[src/rtl/prio_irq_pkg.sv]
package prio_irq_pkg;
  localparam int LINES = 8;
  localparam int IDXW  = $clog2(LINES);

  // Strobes from control to the register datapath
  typedef struct packed {
    logic             maskWr;
    logic [LINES-1:0] maskData;
    logic [LINES-1:0] ackSet;
    logic [LINES-1:0] isClear;
  } dpStrobe_t;
endpackage

[src/rtl/prio_irq_dp.sv]
module prio_irq_dp
  import prio_irq_pkg::*;
(
  input  logic             clk,
  input  logic             rst,
  input  logic [LINES-1:0] irqIn,
  input  dpStrobe_t        strobe,
  output logic [LINES-1:0] pendReg,
  output logic [LINES-1:0] maskReg,
  output logic [LINES-1:0] isReg
);

  always_ff @(posedge clk) begin
    if (rst) begin
      maskReg <= '1;
      pendReg <= '0;
      isReg   <= '0;
    end else begin
      if (strobe.maskWr) maskReg <= strobe.maskData;
      pendReg <= (pendReg | irqIn) & ~strobe.ackSet;
      isReg   <= (isReg | strobe.ackSet) & ~strobe.isClear;
    end
  end

  // state right after reset
  assert_mask_reset_R1: assert property (@(posedge clk)
    $past(rst) && !rst |-> (maskReg == '1 && pendReg == '0 && isReg == '0));

  // a pending bit only drops when that line is acknowledged
  assert_pend_kept_R3: assert property (@(posedge clk) disable iff (rst)
    1'b1 |=> (($past(pendReg) & ~pendReg & ~$past(strobe.ackSet)) == '0));

  // an acknowledged line is in service on the next cycle
  assert_ack_in_service_R5: assert property (@(posedge clk) disable iff (rst)
    1'b1 |=> (($past(strobe.ackSet) & ~$past(strobe.isClear) & ~isReg) == '0));

endmodule

[src/rtl/prio_irq_ctl.sv]
module prio_irq_ctl
  import prio_irq_pkg::*;
#(
  parameter int VEC_BASE     = 8,
  parameter bit CASCADE_EN   = 1'b0,
  parameter int CASCADE_LINE = 2
) (
  input  logic             clk,
  input  logic             rst,
  input  logic [LINES-1:0] pendReg,
  input  logic [LINES-1:0] maskReg,
  input  logic [LINES-1:0] isReg,
  input  logic             intAck,
  input  logic             regWr,
  input  logic             regSel,
  input  logic [7:0]       regWrData,
  output dpStrobe_t        strobe,
  output logic             intReq,
  output logic             cascadeAck,
  output logic             vecValid,
  output logic [7:0]       vecNum
);

  localparam logic [IDXW:0]    NONE     = (IDXW+1)'(LINES);
  localparam logic [LINES-1:0] ONE      = LINES'(1);
  localparam logic [7:0]       CMD_NS   = 8'h20;
  localparam logic [7:0]       CMD_SP   = 8'h60;
  localparam logic [7:0]       SP_MASK  = ~8'(LINES - 1);
  localparam logic [IDXW:0]    CAS_IDX  = (IDXW+1)'(CASCADE_LINE);

  function automatic logic [IDXW:0] lowestSet(input logic [LINES-1:0] v);
    lowestSet = NONE;
    for (int i = LINES - 1; i >= 0; i--)
      if (v[i]) lowestSet = (IDXW+1)'(i);
  endfunction

  logic [IDXW:0] winIdx, isIdx;
  logic          ackGo, toSlave, cmdWr, nsEoi, spEoi;

  assign winIdx = lowestSet(pendReg & ~maskReg);
  assign isIdx  = lowestSet(isReg);
  assign intReq = (winIdx != NONE) && (winIdx < isIdx);
  assign ackGo  = intAck && intReq;

  generate
    if (CASCADE_EN) begin : g_cas
      assign toSlave = ackGo && (winIdx == CAS_IDX);
    end else begin : g_nocas
      assign toSlave = 1'b0;
    end
  endgenerate
  assign cascadeAck = toSlave;

  assign cmdWr = regWr && !regSel;
  assign nsEoi = cmdWr && (regWrData == CMD_NS);
  assign spEoi = cmdWr && ((regWrData & SP_MASK) == CMD_SP);

  always_comb begin
    strobe          = '0;
    strobe.maskWr   = regWr && regSel;
    strobe.maskData = regWrData[LINES-1:0];
    if (ackGo) strobe.ackSet = ONE << winIdx[IDXW-1:0];
    if (nsEoi && isIdx != NONE) strobe.isClear = ONE << isIdx[IDXW-1:0];
    if (spEoi) strobe.isClear = ONE << regWrData[IDXW-1:0];
  end

  always_ff @(posedge clk) begin
    if (rst) begin
      vecValid <= 1'b0;
      vecNum   <= '0;
    end else begin
      vecValid <= intAck && !toSlave;
      vecNum   <= ackGo ? 8'(VEC_BASE + int'(winIdx))
                        : 8'(VEC_BASE + LINES - 1);
    end
  end

  // a vector only follows an acknowledge
  assert_vec_after_ack_R5: assert property (@(posedge clk) disable iff (rst)
    vecValid |-> $past(intAck));

  // the interrupt only stands for a line that is pending, unmasked and not in service
  assert_int_eligible_R4: assert property (@(posedge clk) disable iff (rst)
    intReq |-> ((pendReg & ~maskReg & ~isReg) != '0));

  // a routed acknowledge leaves this instance silent on the vector strobe
  assert_cascade_quiet_R9: assert property (@(posedge clk) disable iff (rst)
    cascadeAck |=> !vecValid);

endmodule

[src/rtl/prio_irq_ctrl.sv]
module prio_irq_ctrl
  import prio_irq_pkg::*;
#(
  parameter int VEC_BASE     = 8,
  parameter bit CASCADE_EN   = 1'b0,
  parameter int CASCADE_LINE = 2
) (
  input  logic       clk,
  input  logic       rst,
  input  logic [7:0] irqIn,
  input  logic       regWr,
  input  logic       regSel,
  input  logic [7:0] regWrData,
  output logic [7:0] regRdData,
  input  logic       intAck,
  output logic       intReq,
  output logic       vecValid,
  output logic [7:0] vecNum,
  output logic       cascadeAck
);

  dpStrobe_t        strobe;
  logic [LINES-1:0] pendReg, maskReg, isReg;

  prio_irq_dp i_dp (
    .clk(clk), .rst(rst), .irqIn(irqIn[LINES-1:0]), .strobe(strobe),
    .pendReg(pendReg), .maskReg(maskReg), .isReg(isReg)
  );

  prio_irq_ctl #(
    .VEC_BASE(VEC_BASE), .CASCADE_EN(CASCADE_EN), .CASCADE_LINE(CASCADE_LINE)
  ) i_ctl (
    .clk(clk), .rst(rst), .pendReg(pendReg), .maskReg(maskReg), .isReg(isReg),
    .intAck(intAck), .regWr(regWr), .regSel(regSel), .regWrData(regWrData),
    .strobe(strobe), .intReq(intReq), .cascadeAck(cascadeAck),
    .vecValid(vecValid), .vecNum(vecNum)
  );

  assign regRdData = 8'(regSel ? maskReg : isReg);

endmodule

[config.mk]
export PLATFORM = sky130hd
export DESIGN_NAME = prio_irq_ctrl
export DESIGN_NICKNAME = d
export VERILOG_FILES = /design/src/rtl/prio_irq_pkg.sv /design/src/rtl/prio_irq_dp.sv /design/src/rtl/prio_irq_ctl.sv /design/src/rtl/prio_irq_ctrl.sv
export SDC_FILE = /design/constraint.sdc
export NUM_CORES = 1
export LEC_CHECK = 0
export ABC_CLOCK_PERIOD_IN_PS = 2150
export BUFFER_PORTS_ARGS = -buffer_cell sky130_fd_sc_hd__buf_4
export CAP_MARGIN = 10
export CELL_PAD_IN_SITES_DETAIL_PLACEMENT = 0
export CELL_PAD_IN_SITES_GLOBAL_PLACEMENT = 1
export CORE_UTILIZATION = 35
export DETAILED_ROUTE_END_ITERATION = 10
export PLACE_DENSITY = 0.74
export SLEW_MARGIN = 20
export SYNTH_ARGS = -nofsm -noshare
export SYNTH_HDL_FRONTEND = slang
export SYNTH_SLANG_ARGS = --single-unit
[constraint.sdc]
create_clock -name clk -period 2.15 [get_ports clk]
set_input_delay 0.43 -clock clk [delete_from_list [all_inputs] [get_ports clk]]
set_output_delay 0.43 -clock clk [all_outputs]
set_load 0.02 [all_outputs]
; ---- After elaboration in Yosys (flattened, before gate mapping)
; Index checks and enable logic that the tools add are counted.
[totals]
register_bits = 30
wordCells = 54
[classes]
n_addsub = 1
order_cmp = 1
n_eq_ne = 4
shift = 3
n_mux = 21
bitwise_logic = 9
n_reduce_logical = 9
[op_table]
columns = op, count
row1 = 4-bit 2-to-1 mux, 17
row2 = 8-bit 2-to-1 mux, 4
row3 = 8-bit bitwise AND, 3
row4 = 8-bit inverter, 3
row5 = "1-bit by 3-bit << shifter with 8-bit output, first input constant", 3
row6 = 8-bit OR, 2
row7 = "8-bit by 6-bit == test with 1-bit output, second input constant", 1
row8 = "4-bit != test, second input constant", 2
row9 = 1-bit logical AND, 7
row10 = "4-bit by 4-bit adder with 5-bit output, first input constant", 1
row11 = "5-bit by 4-bit == test with 1-bit output, second input constant", 1
row12 = 4-bit less-than comparator, 1
row13 = 2-bit OR reduction, 1
row14 = 1-bit logical NOT, 1
row15 = 1-bit inverter, 1

; ---- Logic depth before layout (Yosys ltp)
; Gate-level depths: netlist (run 1).
[depth]
ltp_word = 16
mapped_depth = 10
mapped_depth_nobuf = 10

; ---- Hierarchy
; A second synthesis (run 1) with hierarchy kept.
[hier_totals]
hier_cells = 223
area_unflattened_um2 = 1829.3
[modules_own_cells]
columns = mod, n_inst, cells_per_inst, area_each_um2
row1 = prio_irq_ctl, 1, 139, 923.4
row2 = prio_irq_dp, 1, 75, 774.5
row3 = prio_irq_ctrl, 1, 9, 131.4

; ---- Worst setup path after synthesis (run 1)
; OpenSTA, ideal clock, no wires.
[synth_path]
path_kind = reg2out
start = reg i_dp.isReg[0]
end = out intReq
arrival_ps = 1799
required_ps = 1720
path_slack_ps = -79
path_stages_with_launch = 8
path_buffers = 1
cell_sequence = dfxtp_1 buf_2 nor4_2 nand3_1 ha_1 a21oi_1 nor2b_1 and2_1
[synth_between]
elab_chain_cells = 3
[synth_rtl]
columns = element, line_no
row1 = "start, declared", prio_irq_dp.sv:10  ; output logic [LINES-1:0] isReg
row2 = "start signal, assigned", prio_irq_dp.sv:21  ; isReg <= (isReg | strobe.ackSet) & ~strobe.isClear;
row3 = 4-bit 2-to-1 mux, prio_irq_ctl.sv:34  ; if (v[i]) lowestSet = (IDXW+1)'(i);
row4 = 4-bit less-than comparator, prio_irq_ctl.sv:42  ; assign intReq = (winIdx != NONE) && (winIdx < isIdx);
row5 = 1-bit logical AND, prio_irq_ctl.sv:42
row6 = "end, declared", prio_irq_ctrl.sv:16  ; output logic intReq,
; Every way passes these cells.

; ---- Worst setup path in the final report (run 1)
[layout_path]
start = reg i_dp.maskReg[6]
end = out intReq
[layout_between]
elab_chain_cells = 11
word_cells_on_any_way = 12
classes_between = order compare (1) / eq/ne (1) / mux (7) / bitwise (2) / reduce/logical (1)
[layout_rtl]
columns = element, line_no
row1 = "start, declared", prio_irq_dp.sv:9  ; output logic [LINES-1:0] maskReg,
row2 = "start signal, assigned", prio_irq_dp.sv:19  ; if (strobe.maskWr) maskReg <= strobe.maskData;
row3 = 8-bit inverter *, prio_irq_ctl.sv:40  ; assign winIdx = lowestSet(pendReg & ~maskReg);
row4 = 8-bit bitwise AND *, prio_irq_ctl.sv:40
row5 = 4-bit 2-to-1 mux * (7 in a row), prio_irq_ctl.sv:34
row6 = via i_ctl.winIdx[3], prio_irq_ctl.sv:37  ; logic [IDXW:0] winIdx, isIdx;
row7 = 4-bit less-than comparator or 4-bit != test (tied branches), prio_irq_ctl.sv:42
row8 = 1-bit logical AND *, prio_irq_ctl.sv:42
; The timed path passes the listed nets; every way through them passes the cells marked *.

==> metrics.txt, run 1 <==
final instance area=~0.0028 sq mm; H-tree Lvls=2; CP max-delay cell=dfxtp_2; Cell Count, Final, Fillers Out=approximately 360; Die W=roughly 72 um; WL final=between 5000 and 6000 um; fin crit share=115%; Post-synth ARST share=0%; initial antenna violation count=0; Syn Inst Count=210; grt ovf=0; Die Footprint=approximately 0.0052 sq mm; cell area after placement=approximately 0.0023 sq mm; Final Hold Fails=0; Initial Util=36.5%; worst endpoint required time=~1.7 ns; failing checks=negative setup slack; Synth Warn #=0; Core ar.=approximately 0.0048 sq mm; vias in the first global route=~1900; wire per inst=about 15 um; IO Pins=40; #FFs+latches synth=30; CP peak stage delay=0.33 ns; vias per cell=roughly 5.3; pwr dens=about 660 mW/mm^2; average size of a mapped cell=8.26 sq um; Setup crit start=i_dp.maskReg[6]$_SDFFE_PP1P_; post-DP HPWL=3900 um; Min Hold Slack=approximately 0.38 ns; fillers=443; Setup-failing EPs final=15; CTS Buffer Depth=2; clk sinks=30; fmax=a little over 0.4 GHz; Area growth, synth to finish=61.5%; Chip Height=between 70 and 80 um; number of synthesized flops with an enable pin=0; number of diodes=0; clock root buffer=clkbuf_8; setup ws final=-0.313 ns; status=complete, but fails checks; Finished Core Util=about three fifths; final net count=about 320; Worst-path clk slew=0.07 ns; register area share after synthesis=around 35%; Clock Skews=approximately 0.005 ns; Routed Antenna Nets=0; Critical Path AT=slightly above 2 ns; largest net degree at the start of global routing=22; vias=~1900; CTS hold repair buffers=0; Hold Crit Start=intAck; GRT Total Usage=between 20% and 30%; r2r startpoint=i_dp.maskReg[6]$_SDFFE_PP1P_; Hold WC Path Type=input port to flip-flop; CTS Buf Count=5; drt drc=0; P_leak=0.00126 uW; CTS tree=built; DRT Pass-1 Iters=4; Critical Path Source Type=flip-flop; Most used DFF post-synth=dfxtp_1; initial drt markers=88; # rows=25; clk_lat worst skew=0.28 ns; fraction of layout cells with a size suffix above 1=50.5%; Crit Path Max Fanout=3; total power=roughly 1800 uW; RSZ-0062 raised after global routing=true; first-pass GRT wire length=roughly 9000 um; synthesized cell area=between 0.0015 and 0.002 sq mm; max-slew violations=0; Worst IR Drop VDD=between 0.3 and 0.4 mV; fin crit period=2.46 ns; CP cell instances=nand2b_4 -> buf_4 -> nand4_1 -> nor2_2 -> ha_4 -> a21oi_4 -> nor2b_4 -> and2_4 -> buf_6; max-cap check violation count=0; CP Class=flip-flop to output port; count of buffers from port buffering=35; synth unique cells=47; GPL Wtd Cong=0.857; crit path capture type=output port; placed cell count=roughly 340
[synthesized netlist by cell type (all sizes together) (3+ instances only)]
master  instances  area (sq um)
nor4b           5          68.8
a31oi           6          37.5
nand3          20           100
o21ai           7          35.0
a21oi           6          30.0
nand4           3          18.8
ha              3          37.5
a41oi           3          26.3
dfxtp          30           601
nor2b           6          37.5
a221oi          4          41.3
nor3            6          30.0
buf             8          50.1
nand2          18          67.6
nand2b         10          62.6
mux2            6          67.6
o31ai           4          40.0
a211oi          6          45.0
nor2           19          71.3
and2            4          25.0
and3            4          25.0
clkbuf          5          18.8
inv             5          18.8
[sequential cells by signal (all words and copies together) (netlist names)]
name            cells
i_dp.pendReg        8
i_ctl.vecValid      1
i_dp.isReg          8
i_ctl.vecNum        5
i_dp.maskReg        8
[repair_timing]
item / CTS / global route
hold endpoints to repair: 0 / 0
resized for setup: 24 / 29
setup endpoints to repair: 18 / 18
pin swaps: 17 / 12
buffers inserted: 9 / 3
[report_power, final]
part / internal [uW] / switching [uW]
combinational: 375 / 373
sequential: 594 / 27.2
clock: 258 / 216
[cells by family (layout without fill, tap and decap cells)]
family / after synthesis / count (layout) / synth area share [%]
and+or+nand+nor: 104 / 104 / 33.6
AOI/OAI and AO/OA: 47 / 47 / 20.2
DFF: 30 / 30 / 34.6
buffers and inverters: 19 / 100 / 5.27
muxes: 6 / 6 / 3.90
adders and majority gates: 3 / 3 / 2.16
other: 1 / 5 / 0.216
[through the flow]
stage	setup slack (ns)	TNS, ns
2_1_floorplan	-0.000734	-0.000734
5_1_grt	-0.376	-3.38
3_5_place_dp	-0.157	-1.83
6_report	-0.313	-1.73
4_1_cts	-0.318	-1.35
3_3_place_gp	-0.163	-1.71
[metal layers]
metal | track usage, % | wire length (um) | vias up
met1 | 29.6 | 2510 | 920
li1 | - | - | 936
met3 | 4.17 | 261 | 12
met4 | 6.97 | 95 | 0
met5 | 0 | 0 | -
met2 | 37.3 | 2630 | 68
[placed cells by master, fill, tap and decap left out, drive strengths merged, types with 2 or more instances in the layout]
| cell type | instances |
|---|---|
| a211oi | 6 |
| a21oi | 6 |
| a221oi | 4 |
| a31oi | 6 |
| a41oi | 3 |
| and2 | 4 |
| and3 | 4 |
| and4 | 2 |
| buf | 86 |
| clkbuf | 7 |
| clkinv | 2 |
| conb | 5 |
| dfxtp | 30 |
| ha | 3 |
| inv | 5 |
| mux2 | 6 |
| nand2 | 18 |
| nand2b | 10 |
| nand3 | 20 |
| nand4 | 3 |
| nor2 | 19 |
| nor2b | 6 |
| nor3 | 6 |
| nor4 | 2 |
| nor4b | 5 |
| o211a | 2 |
| o211ai | 2 |
| o21a | 2 |
| o21ai | 7 |
| o31ai | 4 |
[critical path: cells and delay by family, from the launching register on]
kind | cells | cell delay (ns)
AO/OA/AOI/OAI | 1 | 0.13
adder cells (fa/ha/maj) | 1 | 0.25
buffers and inverters | 2 | 0.21
flip-flops | 1 | 0.33
AND/OR/NAND/NOR | 5 | 0.81
[path summary, 6_finish.rpt]
| check | cells past startpoint | endpoint | slack (ns) |
|---|---|---|---|
| setup / recovery | 9 | intReq | -0.31 |
| hold / removal | 2 | i_ctl.vecNum[0]$_SDFF_PP0_ | 0.38 |
| setup reg to reg | 13 | i_dp.pendReg[7]$_SDFF_PP0_ | -0.15 |
| hold reg to reg | 2 | i_dp.pendReg[6]$_SDFF_PP0_ | 0.52 |
[final cells by class]
type	instances	area (sq um)	area share [%]
inverter	6	22.5	0.804
multi-input combinational	165	1340	47.7
timing repair buffer	86	657	23.4
clock inverter	1	5.00	0.179
tap	67	83.8	2.99
clock buffer	7	86.3	3.08
sequential	30	609	21.8
(Power assumes the default switching activity.)
==> inputs of run 2 (changes only) <==
--- a/config.mk
+++ b/config.mk
@@ -10,6 +10,7 @@
 export CAP_MARGIN = 10
 export CELL_PAD_IN_SITES_DETAIL_PLACEMENT = 0
 export CELL_PAD_IN_SITES_GLOBAL_PLACEMENT = 1
+export CORE_ASPECT_RATIO = 0.9
 export CORE_UTILIZATION = 35
 export DETAILED_ROUTE_END_ITERATION = 10
 export PLACE_DENSITY = 0.74
==> metrics.txt, run 2 (synthesis gave the netlist of run 1 again) <==
Min Hold Slack=0.383 ns (-0.000569 ns); number of diodes=0 (unchanged); commonest non-fill, non-tap cell in the layout=buf_4; Most common cell on crit path=buf_6; pre-CTS setup slack=-0.168 ns (-0.0111 ns); crit path capture type=output port; Chip Height=68.8 um (-5.0%); P_leak=0.00122 uW (-3.3%); max-slew violations=0 (unchanged); fmax=0.405 GHz (-0.23%); post-DP HPWL=3890 um (-0.20%); H-tree Lvls=2 (unchanged); CP max-delay cell=dfxtp_2; Routed Antenna Nets=0 (unchanged); Die W=76.2 um (+5.3%); grt ovf=0 (unchanged); Core ar.=0.00460 sq mm (-3.2%); Hold WC Path Type=input port to flip-flop; RSZ-0062 raised after global routing=true; Initial Util=37.7% (+1.2 points); largest net degree at the start of global routing=22 (unchanged); fin crit period=2.47 ns (+0.00580 ns); vias=1882 (-2.8%); DRT Pass-1 Iters=4 (unchanged); fraction of layout cells with a size suffix above 1=50.0% (-0.51 points); Clock Skews=0.00368 ns (-0.00131 ns); clk_lat worst skew=0.29 ns (about the same); Final Hold Fails=0 (unchanged); buffers and inverters on the worst path=2 (unchanged); clk sinks=30 (unchanged); first-pass GRT wire length=8630 um (-3.8%); status=complete, but fails checks; reg2reg setup slack=-0.27 ns (-0.12 ns); max-cap check violation count=0 (unchanged); Die Footprint=0.00524 sq mm (unchanged); fin crit share=115% (+0.27 points); # rows=23 (-8.0%); failing checks=negative setup slack; Worst-path clk slew=0.06 ns (about the same); CP peak stage delay=0.33 ns (about the same); CTS Buf Count=5 (unchanged); wire per inst=16.2 um (+6.4%); Crit Path Max Fanout=3 (unchanged); vias per cell=5.35 (about the same); worst endpoint required time=1.72 ns (about the same); GPL Wtd Cong=0.859 (+0.27%); Critical Path AT=2.04 ns (about the same); final net count=314 (-1.3%); most frequent cells in the layout=buf_4, dfxtp_1, nand3_1, nor2_1, nand2_1; CP cell instances=nand2b_4 -> buf_6 -> nand4_1 -> nor2_2 -> ha_4 -> a21oi_4 -> nor2b_4 -> and2_4 -> buf_6; clock root buffer=clkbuf_8; Critical Path Source Type=flip-flop; CP delay by family, top=simple AND/OR/NAND/NOR gates; initial drt markers=59 (-33%); Finished Core Util=60.3% (+1.4 points); WL final=5690 um (+3.5%); CTS Buffer Depth=2 (unchanged); vias in the first global route=1714 (-7.9%); pwr dens=673 mW/mm^2 (+2.3%); count of buffers from port buffering=35 (unchanged); IO Pins=40 (unchanged); total power=1870 uW (+1.4%); setup ws final=-0.319 ns (-0.00580 ns); Setup-failing EPs final=18 (+3); Worst IR Drop VDD=0.305 mV (-15%); CTS tree=built; Area growth, synth to finish=60.2%; top flop regs=i_dp.isReg x8, i_dp.maskReg x8, i_dp.pendReg x8; drt drc=0 (unchanged); GRT Total Usage=22.2% (-0.34 points); CP Class=flip-flop to output port; initial antenna violation count=0 (unchanged)
-- run 2: layer usage --
metal,global-route usage (%),vias up,share of wire [%]
li1,-,923,-
met1,26.9,874,45
met2,39.1,70,46
met3,5.53,15,6.6
met4,7.69,0,2.3
met5,0,-,0
-- run 2: final cells by class --
type	instances	area (sq um)
clock buffers	5	68.8
repair buffers	82	634
fillers	422	1830
flip-flops and latches	30	612
well taps	62	77.6
inverters	6	22.5
clock inverters	2	10.0
multi-input cells	165	1350
-- run 2: power breakdown --
| part | internal [uW] | switching [uW] |
|---|---|---|
| logic | 406 | 402 |
| registers | 595 | 27.4 |
| clock network | 217 | 224 |
| total | 1220 | 652 |
-- run 2: worst reg2reg max path: cells and delay by family, from the launching register on --
kind | cells | cell delay (ns)
AOI/OAI and AO/OA | 4 | 0.74
adders and majority gates | 1 | 0.25
buffers and inverters | 4 | 0.43
DFF | 1 | 0.33
and+or+nand+nor | 4 | 0.57
-- run 2: timing repair --
action	in CTS	in global routing
hold buffers	0	0
setup buffers	7	5
pin swaps	20	20
gates resized for setup	39	21
endpoints found under the hold margin	0	0
endpoints found under the setup margin	18	18
-- run 2: path summary, 6_finish.rpt --
kind | startpoint | endpoint | depth (start not counted)
hold / removal | intAck | i_ctl.vecNum[0]$_SDFF_PP0_ | 2
setup reg to reg | i_dp.maskReg[6]$_SDFFE_PP1P_ | i_dp.isReg[3]$_SDFF_PP0_ | 13
setup / recovery | i_dp.maskReg[6]$_SDFFE_PP1P_ | intReq | 9
hold reg to reg | i_dp.pendReg[5]$_SDFF_PP0_ | i_dp.pendReg[5]$_SDFF_PP0_ | 2
-- run 2: per-stage QoR --
stage / setup TNS, ns / instance area (sq um) / cells
after floorplan: -0.000734 / 1760 / 214
after global placement: -1.21 / 2300 / 334
after detailed placement: -2.04 / 2300 / 334
after CTS: -1.12 / 2650 / 348
after global routing: -3.80 / 2780 / 352
final: -2.58 / 2780 / 352
==> inputs of run 3 (changes only) <==
--- a/config.mk
+++ b/config.mk
@@ -5,15 +5,16 @@
 export SDC_FILE = /design/constraint.sdc
 export NUM_CORES = 1
 export LEC_CHECK = 0
+export ABC_AREA = 1
 export ABC_CLOCK_PERIOD_IN_PS = 2150
 export BUFFER_PORTS_ARGS = -buffer_cell sky130_fd_sc_hd__buf_4
 export CAP_MARGIN = 10
 export CELL_PAD_IN_SITES_DETAIL_PLACEMENT = 0
 export CELL_PAD_IN_SITES_GLOBAL_PLACEMENT = 1
 export CORE_ASPECT_RATIO = 0.9
-export CORE_UTILIZATION = 35
+export CORE_UTILIZATION = 34
 export DETAILED_ROUTE_END_ITERATION = 10
-export PLACE_DENSITY = 0.74
+export PLACE_DENSITY = 0.75
 export SLEW_MARGIN = 20
 export SYNTH_ARGS = -nofsm -noshare
 export SYNTH_HDL_FRONTEND = slang
==> metrics.txt, run 3 <==
Metal-1 WL=2490 um (-2.8%); vias in the first global route=1737 (+1.3%); post-synthesis adder-cell area fraction=2.09% (-0.078 points); CTS Buffer Depth=2 (unchanged); Syn Inst Count=269 (+28%); initial antenna violation count=0 (unchanged); fmax=0.427 GHz (+5.5%); Finished Core Util=50.2% (-10 points); Synth Area in XOR/XNOR=0% (unchanged); mux contribution to synthesized area=0% (-3.9 points); DRT Pass-1 Iters=4 (unchanged); fin crit period=2.34 ns (-0.129 ns); CTS tree=built; Cell Count, Final, Fillers Out=397 (+13%); # rows=24 (+4.3%); worst endpoint required time=1.72 ns (about the same); synth unique cells=36 (-23%); Setup-failing EPs final=1 (-17); fin crit share=109% (-6.0 points); CTS Buf Count=5 (unchanged); reg2reg path depth=12 (-1); fraction of layout cells with a size suffix above 1=34.6% (-15 points); Sequential cell area=613 sq um (+0.20%); Yosys top cell by area=dfxtp_1; length of routed met2 wiring=2270 um (-13%); commonest non-fill, non-tap cell in the layout=buf_4; Worst IR Drop VDD=0.470 mV (+54%); area of the multi-input gates=0.00104 sq mm (-23%); Worst-path clk slew=0.06 ns (about the same); Chip Height=71.0 um (+3.2%); drt drc=0 (unchanged); post-DP HPWL=3960 um (+1.8%); grt ovf=0 (unchanged); Critical Path Source Type=flip-flop; CP Class=flip-flop to output port; Crit Path Max Fanout=2 (-1); Post-synth ARST share=0% (unchanged); largest net degree at the start of global routing=22 (unchanged); first-pass GRT wire length=7990 um (-7.4%); fillers=539 (+28%); clk sinks=30 (unchanged); crit path capture type=output port; most frequent cells in the layout=buf_4, nand2_1, inv_1, nor2_1, dfxtp_1; Die Footprint=0.00559 sq mm (+6.6%); Final Hold Fails=0 (unchanged); met3 WL=155 um (-59%); r2r startpoint=i_dp.maskReg[6]$_SDFFE_PP1P_; WL final=4960 um (-13%); Synth Warn #=0 (unchanged); max-cap check violation count=0 (unchanged); total power=1640 uW (-12%); placed cell count=378 (+13%); Area growth, synth to finish=38.2%; clock root buffer=clkbuf_8; number of diodes=0 (unchanged); register area share after synthesis=33.4% (-1.3 points); CTS hold repair buffers=0 (unchanged); wire per inst=12.5 um (-23%); clk_lat worst skew=0.28 ns (about the same); pwr dens=659 mW/mm^2 (-2.1%); Hold Path Depth=3 (+1); number of synthesized flops with an enable pin=0 (unchanged); top flop regs=i_dp.isReg x8, i_dp.maskReg x8, i_dp.pendReg x8; max-slew violations=0 (unchanged); RSZ-0062 raised after global routing=true; vias=1848 (-1.8%); GPL Wtd Cong=0.846 (-1.5%); reg-to-reg endpoint=i_dp.isReg[6]$_SDFF_PP0_; final net count=355 (+13%); IO Pins=40 (unchanged); simple-gate share of the synthesized area=35.7% (+2.1 points); Most used DFF post-synth=dfxtp_1; P_leak=0.00129 uW (+6.4%); Initial Util=36.3% (-1.3 points); setup ws final=-0.191 ns (+0.129 ns); Clock Skews=0.00224 ns (-0.00144 ns); top sig layer=met4; Hold WC Path Type=input port to flip-flop; count of buffers from port buffering=35 (unchanged); Routed Antenna Nets=0 (unchanged); failing checks=negative setup slack; status=complete, but fails checks; Hold Crit Start=regWrData[3]; Core ar.=0.00495 sq mm (+7.6%); Die W=78.7 um (+3.3%); Endpoint, Worst Hold=i_dp.maskReg[3]$_SDFFE_PP1P_; initial drt markers=101 (+71%); complex-gate fraction of the synthesized area=14.7% (-5.5 points); top cells by area, synth=dfxtp_1, nand2_1, inv_1, nor2_1, nand3_1; #FFs+latches synth=30 (unchanged); H-tree Lvls=2 (unchanged); count leader, synth=nand2_1; Commonest cells post-synth=nand2_1, inv_1, nor2_1, dfxtp_1, nand3_1; Critical Path AT=1.91 ns (-0.13 ns); GRT Total Usage=18.6% (-3.6 points); vias per cell=4.65 (-13%); reg2reg setup slack=0.14 ns (+0.41 ns); largest family of logic cells by synthesized area=simple AND/OR/NAND/NOR gates; synthesized cell area=0.00180 sq mm (+3.8%); average size of a mapped cell=6.69 sq um (-19%); post-synth top area share=33.4% (-1.3 points)
==> run 3: changes by cell type after synthesis, moves of 7 or more <==
cell      previous run  this run
nand2_1             18        49
nand2_2              0         8
inv_1                4        48
nor2_1              19        32
nand4_1              3        10
nand2b_1            10         0
==> run 3: worst max-delay path by stage <==
| stage | startpoint | endpoint | slack [ns] |
|---|---|---|---|
| after floorplan | i_dp.maskReg[6]$_SDFFE_PP1P_ | intReq | 0.0008 |
| after global placement | i_dp.maskReg[6]$_SDFFE_PP1P_ | intReq | 0.06 |
| after detailed placement | i_dp.maskReg[6]$_SDFFE_PP1P_ | intReq | 0.03 |
| after CTS | i_dp.isReg[6]$_SDFF_PP0_ | intReq | -0.24 |
| after global routing | i_dp.maskReg[4]$_SDFFE_PP1P_ | intReq | -0.30 |
| final | i_dp.maskReg[6]$_SDFFE_PP1P_ | intReq | -0.19 |
==> run 3: worst max-delay path: stages (launching register included) <==
cell	delay, ns
dfxtp_2	0.33
inv_2	0.04
nand2_4	0.06
o21ai_4	0.07
nor2_4	0.12
inv_2	0.05
nor2_4	0.15
ha_4	0.23
a211oi_4	0.24
a21boi_4	0.20
buf_6	0.13
==> run 3: what timing repair did <==
item,4_1_cts,5_1_grt
gates resized for setup,11,10
pin swaps,8,7
setup endpoints to repair,1,20
buffers inserted,5,6
==> run 3: kinds of logic (layout without fill, tap and decap cells) <==
kind of cell / after synthesis / count (layout)
AND/OR/NAND/NOR: 132 / 132
buffers and inverters: 62 / 121
AO/OA/AOI/OAI: 41 / 41
flip-flops: 30 / 30
adder cells (fa/ha/maj): 3 / 3
other: 1 / 5
==> run 3: metrics by stage <==
step	worst slack [ns]	hold WS [ns]	setup TNS [ns]	cell area [sq um]
floorplan	0.000806	0.452	0	1860
global placement	0.0572	0.465	0	2260
detailed placement	0.0284	0.476	0	2260
CTS	-0.242	0.383	-0.242	2420
global route	-0.296	0.398	-0.296	2490
finish	-0.191	0.387	-0.191	2490
==> run 3: layout make-up <==
type,count,share of cell area [%]
timing repair buffer,61,18.6
multi-input combinational,181,42.0
tap,65,3.27
inverter,52,7.85
clock buffer,7,3.47
clock inverter,1,0.201
sequential,30,24.7
==> run 3: layer usage <==
layer | vias up | GRT usage (%)
met2 | 38 | 29.4
met4 | 0 | 5.76
met3 | 3 | 3.74
met1 | 830 | 25.4
li1 | 977 | -
met5 | - | 0
==> run 3: power breakdown <==
part,switching [uW],internal (uW)
registers,23.0,593
logic,310,240
clock network,214,258
